$ cat src/rtl/adc_spi_pkg.sv
package adc_spi_pkg;

    localparam int BYTE_W     = 8;
    localparam int ADDR_W     = 6;
    localparam int SMP_W      = 24;
    localparam int DATA_BYTES = SMP_W / BYTE_W;
    localparam int SEL_W      = $clog2(DATA_BYTES);
    localparam int BCNT_W     = $clog2(BYTE_W);
    localparam int RD_BIT     = 6;
    localparam int MODE_W     = 3;

    localparam logic [ADDR_W-1:0] ADDR_SCRATCH = 6'h0A;
    localparam logic [ADDR_W-1:0] ADDR_IFMT    = 6'h14;
    localparam logic [ADDR_W-1:0] ADDR_CONV    = 6'h18;
    localparam logic [ADDR_W-1:0] ADDR_SYNC    = 6'h1D;
    localparam logic [ADDR_W-1:0] ADDR_DATA    = 6'h2C;

    localparam logic [MODE_W-1:0] MODE_CONT    = 3'd0;
    localparam logic [MODE_W-1:0] MODE_ONESHOT = 3'd1;

    localparam logic [1:0] SYNC_ARM  = 2'b11;
    localparam logic [1:0] SYNC_FIRE = 2'b10;

    localparam logic [BYTE_W-1:0] REG_DEFAULT = 8'h00;

    typedef enum logic [1:0] {
        PH_CMD,
        PH_WDATA,
        PH_RD,
        PH_DONE
    } phase_e;

    typedef struct packed {
        logic              en;
        logic [ADDR_W-1:0] addr;
        logic [BYTE_W-1:0] data;
    } wr_req_t;

    // Byte number sel of a sample, counted from the most significant byte.
    function automatic logic [BYTE_W-1:0] pick_byte(input logic [SMP_W-1:0] s,
                                                    input logic [SEL_W-1:0] sel);
        logic [SMP_W-1:0] t;
        t = s << (BYTE_W * int'(sel));
        return t[SMP_W-1 -: BYTE_W];
    endfunction

    // Command byte that reads the result register.
    function automatic logic [BYTE_W-1:0] data_read_cmd();
        logic [BYTE_W-1:0] c;
        c = '0;
        c[RD_BIT] = 1'b1;
        c[ADDR_W-1:0] = ADDR_DATA;
        return c;
    endfunction

endpackage

$ cat src/rtl/adc_spi_phy.sv
module adc_spi_phy
    import adc_spi_pkg::*;
(
    input  logic              clk,
    input  logic              rst,
    input  logic              sclk,
    input  logic              cs_n,
    input  logic              mosi,
    input  logic [BYTE_W-1:0] preload,
    input  logic [BYTE_W-1:0] next_tx,
    output logic              cs_act,
    output logic              cs_start,
    output logic              byte_done,
    output logic [BYTE_W-1:0] rx_byte,
    output logic              miso
);

    logic              sclk_s, sclk_p, cs_s, cs_p, mosi_s;
    logic [BCNT_W-1:0] bit_cnt;
    logic [BYTE_W-2:0] rx_sh;
    logic [BYTE_W-1:0] tx_sh;
    logic              load_pend;
    logic              rise, fall;

    localparam logic [BCNT_W-1:0] LAST_BIT = BCNT_W'(BYTE_W - 1);

    // Input sampling and edge detection
    always_ff @(posedge clk) begin
        if (rst) begin
            sclk_s <= 1'b0;
            sclk_p <= 1'b0;
            cs_s   <= 1'b0;
            cs_p   <= 1'b0;
            mosi_s <= 1'b0;
        end else begin
            sclk_s <= sclk;
            sclk_p <= sclk_s;
            cs_s   <= ~cs_n;
            cs_p   <= cs_s;
            mosi_s <= mosi;
        end
    end

    assign cs_act    = cs_s;
    assign cs_start  = cs_s & ~cs_p;
    assign rise      = cs_s & sclk_s & ~sclk_p;
    assign fall      = cs_s & ~sclk_s & sclk_p;
    assign byte_done = rise && (bit_cnt == LAST_BIT);
    assign rx_byte   = {rx_sh, mosi_s};
    assign miso      = tx_sh[BYTE_W-1];

    always_ff @(posedge clk) begin
        if (rst) begin
            bit_cnt   <= '0;
            rx_sh     <= '0;
            tx_sh     <= '0;
            load_pend <= 1'b0;
        end else if (!cs_s) begin
            bit_cnt   <= '0;
            load_pend <= 1'b0;
        end else begin
            if (cs_start) begin
                tx_sh <= preload;
            end
            if (rise) begin
                rx_sh   <= {rx_sh[BYTE_W-3:0], mosi_s};
                bit_cnt <= bit_cnt + BCNT_W'(1);
                if (bit_cnt == LAST_BIT) begin
                    load_pend <= 1'b1;
                end
            end
            if (fall) begin
                if (load_pend) begin
                    tx_sh     <= next_tx;
                    load_pend <= 1'b0;
                end else begin
                    tx_sh <= {tx_sh[BYTE_W-2:0], 1'b0};
                end
            end
        end
    end

endmodule

$ cat src/rtl/adc_spi_frame.sv
module adc_spi_frame
    import adc_spi_pkg::*;
(
    input  logic              clk,
    input  logic              rst,
    input  logic              cs_act,
    input  logic              cs_start,
    input  logic              byte_done,
    input  logic [BYTE_W-1:0] rx_byte,
    input  logic              stream_en,
    input  logic              sample_valid,
    input  logic [SMP_W-1:0]  sample_in,
    input  logic [BYTE_W-1:0] reg_rdata,
    output logic [ADDR_W-1:0] rd_addr,
    output logic [BYTE_W-1:0] preload,
    output logic [BYTE_W-1:0] next_tx,
    output wr_req_t           wr_req,
    output logic              stream_exit
);

    localparam logic [SEL_W-1:0] LAST_SEL = SEL_W'(DATA_BYTES - 1);

    phase_e            phase;
    logic [ADDR_W-1:0] addr;
    logic [SEL_W-1:0]  sel;
    logic              is_data;
    logic              strm;
    logic [SMP_W-1:0]  snap;
    logic [SMP_W-1:0]  latest;

    assign rd_addr = addr;
    assign preload = stream_en ? latest[SMP_W-1 -: BYTE_W] : '0;

    always_comb begin
        next_tx = '0;
        if (phase == PH_RD) begin
            next_tx = is_data ? pick_byte(snap, sel) : reg_rdata;
        end
    end

    always_ff @(posedge clk) begin
        if (rst) begin
            latest <= '0;
        end else if (sample_valid) begin
            latest <= sample_in;
        end
    end

    always_ff @(posedge clk) begin
        if (rst) begin
            phase       <= PH_CMD;
            addr        <= '0;
            sel         <= '0;
            is_data     <= 1'b0;
            strm        <= 1'b0;
            snap        <= '0;
            wr_req      <= '0;
            stream_exit <= 1'b0;
        end else begin
            wr_req.en   <= 1'b0;
            stream_exit <= 1'b0;
            if (!cs_act) begin
                phase <= PH_CMD;
                strm  <= 1'b0;
            end else if (cs_start) begin
                if (stream_en) begin
                    phase   <= PH_RD;
                    is_data <= 1'b1;
                    sel     <= '0;
                    snap    <= latest;
                    strm    <= 1'b1;
                end else begin
                    phase <= PH_CMD;
                end
            end else if (byte_done) begin
                case (phase)
                    PH_CMD: begin
                        addr <= rx_byte[ADDR_W-1:0];
                        if (rx_byte[RD_BIT]) begin
                            phase   <= PH_RD;
                            is_data <= (rx_byte[ADDR_W-1:0] == ADDR_DATA);
                            sel     <= '0;
                            snap    <= latest;
                        end else begin
                            phase <= PH_WDATA;
                        end
                    end
                    PH_WDATA: begin
                        wr_req.en   <= 1'b1;
                        wr_req.addr <= addr;
                        wr_req.data <= rx_byte;
                        phase       <= PH_DONE;
                    end
                    PH_RD: begin
                        if (strm && (sel == '0) && (rx_byte == data_read_cmd())) begin
                            stream_exit <= 1'b1;
                        end
                        if (is_data && (sel != LAST_SEL)) begin
                            sel <= sel + SEL_W'(1);
                        end else begin
                            phase <= PH_DONE;
                        end
                    end
                    default: ;
                endcase
            end
        end
    end

endmodule

$ cat src/rtl/adc_spi_regs.sv
module adc_spi_regs
    import adc_spi_pkg::*;
(
    input  logic              clk,
    input  logic              rst,
    input  wr_req_t           wr_req,
    input  logic [ADDR_W-1:0] rd_addr,
    input  logic              stream_exit,
    output logic [BYTE_W-1:0] rd_data,
    output logic              stream_en,
    output logic [MODE_W-1:0] conv_mode,
    output logic              conv_wr,
    output logic              soft_rst
);

    logic [BYTE_W-1:0] scratch_q, ifmt_q, conv_q, sync_q;
    logic              armed;

    assign soft_rst  = wr_req.en && (wr_req.addr == ADDR_SYNC) &&
                       (wr_req.data[1:0] == SYNC_FIRE) && armed;
    assign conv_wr   = wr_req.en && (wr_req.addr == ADDR_CONV);
    assign stream_en = ifmt_q[0];
    assign conv_mode = conv_q[MODE_W-1:0];

    always_ff @(posedge clk) begin
        if (rst || soft_rst) begin
            scratch_q <= REG_DEFAULT;
            ifmt_q    <= REG_DEFAULT;
            conv_q    <= REG_DEFAULT;
            sync_q    <= REG_DEFAULT;
            armed     <= 1'b0;
        end else begin
            if (stream_exit) begin
                ifmt_q[0] <= 1'b0;
            end
            if (wr_req.en) begin
                case (wr_req.addr)
                    ADDR_SCRATCH: scratch_q <= wr_req.data;
                    ADDR_IFMT:    ifmt_q    <= wr_req.data;
                    ADDR_CONV:    conv_q    <= wr_req.data;
                    ADDR_SYNC: begin
                        sync_q <= wr_req.data;
                        armed  <= (wr_req.data[1:0] == SYNC_ARM);
                    end
                    default: ;
                endcase
            end
        end
    end

    always_comb begin
        case (rd_addr)
            ADDR_SCRATCH: rd_data = scratch_q;
            ADDR_IFMT:    rd_data = ifmt_q;
            ADDR_CONV:    rd_data = conv_q;
            ADDR_SYNC:    rd_data = sync_q;
            default:      rd_data = '0;
        endcase
    end

endmodule

$ cat src/rtl/adc_drdy_gen.sv
module adc_drdy_gen
    import adc_spi_pkg::*;
(
    input  logic              clk,
    input  logic              rst,
    input  logic              soft_rst,
    input  logic              conv_wr,
    input  logic              sample_valid,
    input  logic [MODE_W-1:0] conv_mode,
    output logic              drdy
);

    logic armed;

    always_ff @(posedge clk) begin
        if (rst || soft_rst) begin
            drdy  <= 1'b0;
            armed <= 1'b0;
        end else begin
            drdy <= 1'b0;
            if (sample_valid) begin
                if (conv_mode == MODE_CONT) begin
                    drdy <= 1'b1;
                end else if (conv_mode == MODE_ONESHOT && armed) begin
                    drdy  <= 1'b1;
                    armed <= 1'b0;
                end
            end
            if (conv_wr) begin
                armed <= 1'b1;
            end
        end
    end

endmodule

$ cat src/rtl/adc_spi_regif.sv
module adc_spi_regif
    import adc_spi_pkg::*;
(
    input  logic             clk,
    input  logic             rst,
    input  logic             sclk,
    input  logic             cs_n,
    input  logic             mosi,
    output logic             miso,
    input  logic             sample_valid,
    input  logic [SMP_W-1:0] sample_data,
    output logic             drdy
);

    logic              cs_act, cs_start, byte_done;
    logic [BYTE_W-1:0] rx_byte, preload, next_tx, reg_rdata;
    logic [ADDR_W-1:0] rd_addr;
    wr_req_t           wr_req;
    logic              stream_exit, stream_en, conv_wr, soft_rst;
    logic [MODE_W-1:0] conv_mode;

    adc_spi_phy u_phy (
        .clk       (clk),
        .rst       (rst),
        .sclk      (sclk),
        .cs_n      (cs_n),
        .mosi      (mosi),
        .preload   (preload),
        .next_tx   (next_tx),
        .cs_act    (cs_act),
        .cs_start  (cs_start),
        .byte_done (byte_done),
        .rx_byte   (rx_byte),
        .miso      (miso)
    );

    adc_spi_frame u_frame (
        .clk          (clk),
        .rst          (rst),
        .cs_act       (cs_act),
        .cs_start     (cs_start),
        .byte_done    (byte_done),
        .rx_byte      (rx_byte),
        .stream_en    (stream_en),
        .sample_valid (sample_valid),
        .sample_in    (sample_data),
        .reg_rdata    (reg_rdata),
        .rd_addr      (rd_addr),
        .preload      (preload),
        .next_tx      (next_tx),
        .wr_req       (wr_req),
        .stream_exit  (stream_exit)
    );

    adc_spi_regs u_regs (
        .clk         (clk),
        .rst         (rst),
        .wr_req      (wr_req),
        .rd_addr     (rd_addr),
        .stream_exit (stream_exit),
        .rd_data     (reg_rdata),
        .stream_en   (stream_en),
        .conv_mode   (conv_mode),
        .conv_wr     (conv_wr),
        .soft_rst    (soft_rst)
    );

    adc_drdy_gen u_drdy (
        .clk          (clk),
        .rst          (rst),
        .soft_rst     (soft_rst),
        .conv_wr      (conv_wr),
        .sample_valid (sample_valid),
        .conv_mode    (conv_mode),
        .drdy         (drdy)
    );

endmodule

$ cat config.mk
export PLATFORM = sky130hd
export DESIGN_NAME = adc_spi_regif
export DESIGN_NICKNAME = d
export VERILOG_FILES = /design/src/rtl/adc_spi_pkg.sv /design/src/rtl/adc_spi_phy.sv /design/src/rtl/adc_spi_frame.sv /design/src/rtl/adc_spi_regs.sv /design/src/rtl/adc_drdy_gen.sv /design/src/rtl/adc_spi_regif.sv
export SDC_FILE = /design/constraint.sdc
export NUM_CORES = 1
export LEC_CHECK = 0
export ABC_CLOCK_PERIOD_IN_PS = 4950
export BUFFER_PORTS_ARGS = -buffer_cell sky130_fd_sc_hd__buf_2
export CAP_MARGIN = 20
export CORE_MARGIN = 3
export CORE_UTILIZATION = 60
export CTS_CLUSTER_DIAMETER = 100
export DETAILED_ROUTE_END_ITERATION = 10
export PLACE_DENSITY = 0.86
export SYNTH_ARGS = -nofsm -noshare
export SYNTH_HDL_FRONTEND = slang
export SYNTH_SLANG_ARGS = --single-unit
$ cat constraint.sdc
create_clock -name clk -period 4.95 [get_ports clk]
set_input_delay 0.99 -clock clk [delete_from_list [all_inputs] [get_ports clk]]
set_output_delay 0.99 -clock clk [all_outputs]
set_load 0.02 [all_outputs]
==> run_results.csv <==
group,metric,value,unit
pwr,p_clk_share,49.9,%
floorplan,die_w,106,µm
final_layout,drive_above_1_share,12.3,%
logic_synthesis,synth_cell_types,51,
logic_synthesis,netlist_top_cells_area,"dfxtp_1, mux2i_1, nor2_1",
timing,maxSlewHeadroom,40.8,%
global_route,grt_pass1_vias,4533,
clocking,cts_buffers,17,
timing,clock-skew-final,0.00717,ns
timing,post-route-period-util,56.5,%
route,wl_per_cell,17.5,µm
logic_synthesis,syn-instance-count,626,
clocking,postCtsHoldBufs,0,
pwr,power_leakage,2.74,nW
logic_synthesis,synth_top_area_cell,"dfxtp_1",
placement,place.gp.congestion,0.871,
worst_setup_path,crit_path_end_kind,"flop",
route,viasPerCell,6.03,
final_layout,area_delta_synth_final,12.2,%
pwr,peakVddDrop,0.267,mV
worst_setup_path,worst_ep_required_time,5.38,ns
clocking,cts_root_buffer,"clkbuf_8",
route,remaining_drc_errors,0,
logic_synthesis,synth_fa_ha_area_share,1.46,%
clocking,clock_latency,0.52,ns
floorplan,start_util,63.3,%
timing,timing.fmax,357,MHz
worst_setup_path,worstSetupPathType,"flop to flop",
route,wl,13700,µm
worst_setup_path,crit_chain,"nand3b_1 -> nor3_1 -> o21a_1 -> buf_4 -> mux2i_1",
run_status,status,"completed",
route,drtIter0Drc,383,
placement,place_hpwl,9060,µm
floorplan,die-area,11300,µm²
final_layout,fin_util,71.0,%
clocking,htreeDepth,4,
floorplan,core.rowCount,35,
route,route.vias.total,4713,
logic_synthesis,synth-async-reset-ratio,0,%
global_route,track_usage,24.6,%
global_route,grt-ovfl-total,0,
floorplan,dieHeight,106,µm
timing,whs,0.453,ns
pwr,power_frac_comb,3.4,%
worst_setup_path,worstPathMaxFanout,24,
timing,tightest_slew,0.882,ns
logic_synthesis,syn_nets,663,
logic_synthesis,avgSynthCellArea,9.61,µm²
floorplan,core_area,9500,µm²
logic_synthesis,synth_compound_gate_area_share,10.3,%
global_route,antenna_found_initial,0,
pwr,power.switching,0.526,mW
worst_setup_path,startpoint_type,"flop",
logic_synthesis,ys_ff_latch,135,
timing,setup_viol,0,
worst_setup_path,slowest_delay,0.64,ns
timing,rsz0062_at_grt,"false",
flow_run,maxCapViolCount,0,
logic_synthesis,yosys.area_share.simple,21.2,%
final_layout,final_cell_mix,"dfxtp_1, mux2i_1, nor2_1",
logic_synthesis,yosysWarnings,0,
logic_synthesis,synth_mux_area_share,18.3,%
placement,port_buffers,31,
logic_synthesis,synth_top_family_by_area,"simple AND/OR/NAND/NOR gates",
clocking,post-cts-setup-buffers,0,
logic_synthesis,synth_area,6010,µm²
clocking,clk_pin_slew_worst_paths,0.06,ns
logic_synthesis,synth_flop_cell,"dfxtp_1",
timing,final.setup.tns,0,ns
logic_synthesis,synth_top_area_share,44.9,%
clocking,cts_resized,0,
timing,final_hold_viol_count,0,
final_layout,final_common_cell,"dfxtp_1",
pwr,p_sw_share,22.0,%
worst_setup_path,critPathArrivalTime,3.22,ns
final_layout,fin_nets,677,
global_route,grt_pass1_wl,22200,µm
logic_synthesis,synth_edf_count,0,
final_layout,num-fill-cells,694,
timing,drv_slew,0,
pwr,p_int,1.87,mW
timing,min_period,2.80,ns
worst_setup_path,critPathSlowestCell,"dfxtp_1",
floorplan,pin_count,32,
clocking,cts_tree,"yes",
clocking,cts.sinks,135,
route,dr.pass1.iters,6,
pwr,power_density,355,nW/µm²
clocking,clk_path_buf_depth,2,
global_route,grt_max_degree,98,
min_path,hold_class,"flop to flop",
logic_synthesis,synth-xor-area-share,0.146,%
pwr,seqPwrFrac,46.6,%
final_layout,antenna_cells,0,
logic_synthesis,ys_seq_area_share,44.9,%
route,ant_nets,0,
[layer usage]
metal	share of wire (%)	track usage, %	up-vias	wire, µm
met4	2.0	9.44	0	281
met5	0	0	-	0
met1	43	31.6	2265	5940
met2	49	40.6	191	6700
li1	-	-	2228	-
met3	5.7	4.98	29	785
[path summary, 6_finish.rpt]
path / startpoint / end / slack, ns / cells after the start
max reg2reg: u_phy.cs_act / u_frame.snap[12] / 2.15 / 5
min: u_drdy.armed / u_drdy.armed / 0.45 / 2
max: u_phy.cs_act / u_frame.snap[12] / 2.15 / 5
min reg2reg: u_drdy.armed / u_drdy.armed / 0.45 / 2
[sequential cells by signal (all words and copies together), names as in the netlist, 2 cells and up]
signal / cells
u_regs.sync_q: 8
u_regs.scratch_q: 8
u_frame.rd_addr: 6
u_phy.rx_sh: 7
u_frame.latest: 24
u_frame.sel: 2
u_frame.phase: 2
u_regs.conv_q: 8
u_regs.ifmt_q: 8
u_frame.wr_req: 15
u_frame.snap: 24
u_phy.tx_sh: 8
u_phy.bit_cnt: 3
[worst max-delay path: cells and delay by family (launching register included)]
family | cells | cell delay (ns)
DFF | 1 | 0.64
muxes | 1 | 0.30
and+or+nand+nor | 2 | 1.21
AOI/OAI and AO/OA | 1 | 0.17
buffers and inverters | 1 | 0.36
[synth_stat cells, types with 2 or more instances]
master,count
o21ai_0,7
nor2b_1,17
a311o_1,8
dfxtp_1,135
a211oi_1,6
nand3b_1,14
a31oi_1,3
buf_2,11
nor4bb_1,2
ha_1,7
nand3_1,11
and2_1,3
mux2i_1,102
o41ai_1,5
nor3b_1,2
o41ai_2,2
o21a_1,3
a221oi_1,6
nand2b_1,54
buf_1,3
a22o_1,5
a2111oi_0,7
or3_1,2
buf_6,2
nor2_1,91
buf_4,2
clkbuf_1,22
a21oi_1,28
mux2_2,7
nand2_1,24
nor4_1,2
inv_1,10
nor3_1,4
nand4bb_1,2
[power groups by stage]
stage	clock network (mW)	registers, mW	logic, mW
2_1_floorplan	0	1.13	0.0595
3_3_place_gp	0	1.14	0.0758
6_report	1.19	1.12	0.0821
5_1_grt	1.26	1.12	0.0906
3_5_place_dp	0	1.14	0.0793
4_1_cts	1.20	1.11	0.0806
[cells by family (layout without fill, tap and decap cells)]
family          count (synthesis)  after routing
flops                         135            135
mux                           109            109
fa+ha+maj                       7              7
simple gates                  239            239
buf+inv                        50             77
compound gates                 85             85
xor+xnor                        1              1
[layout make-up]
type | instances | area (µm²) | share of cell area (%)
repair buffers | 35 | 193 | 2.86
clock inverters | 12 | 128 | 1.89
flip-flops and latches | 135 | 2700 | 40.1
well taps | 129 | 161 | 2.39
inverters | 10 | 37.5 | 0.557
multi-input cells | 441 | 3090 | 45.8
clock buffers | 20 | 435 | 6.46
[per-stage QoR]
step	area [µm²]	total power [mW]	setup WS (ns)	cells
6_report	6740	2.39	2.15	782
2_1_floorplan	6010	1.19	2.76	626
3_3_place_gp	6170	1.21	2.30	749
5_1_grt	6740	2.46	2.02	782
3_5_place_dp	6170	1.22	2.19	749
4_1_cts	6730	2.40	2.24	781
Note: power is estimated with default switching activity, not from simulation.
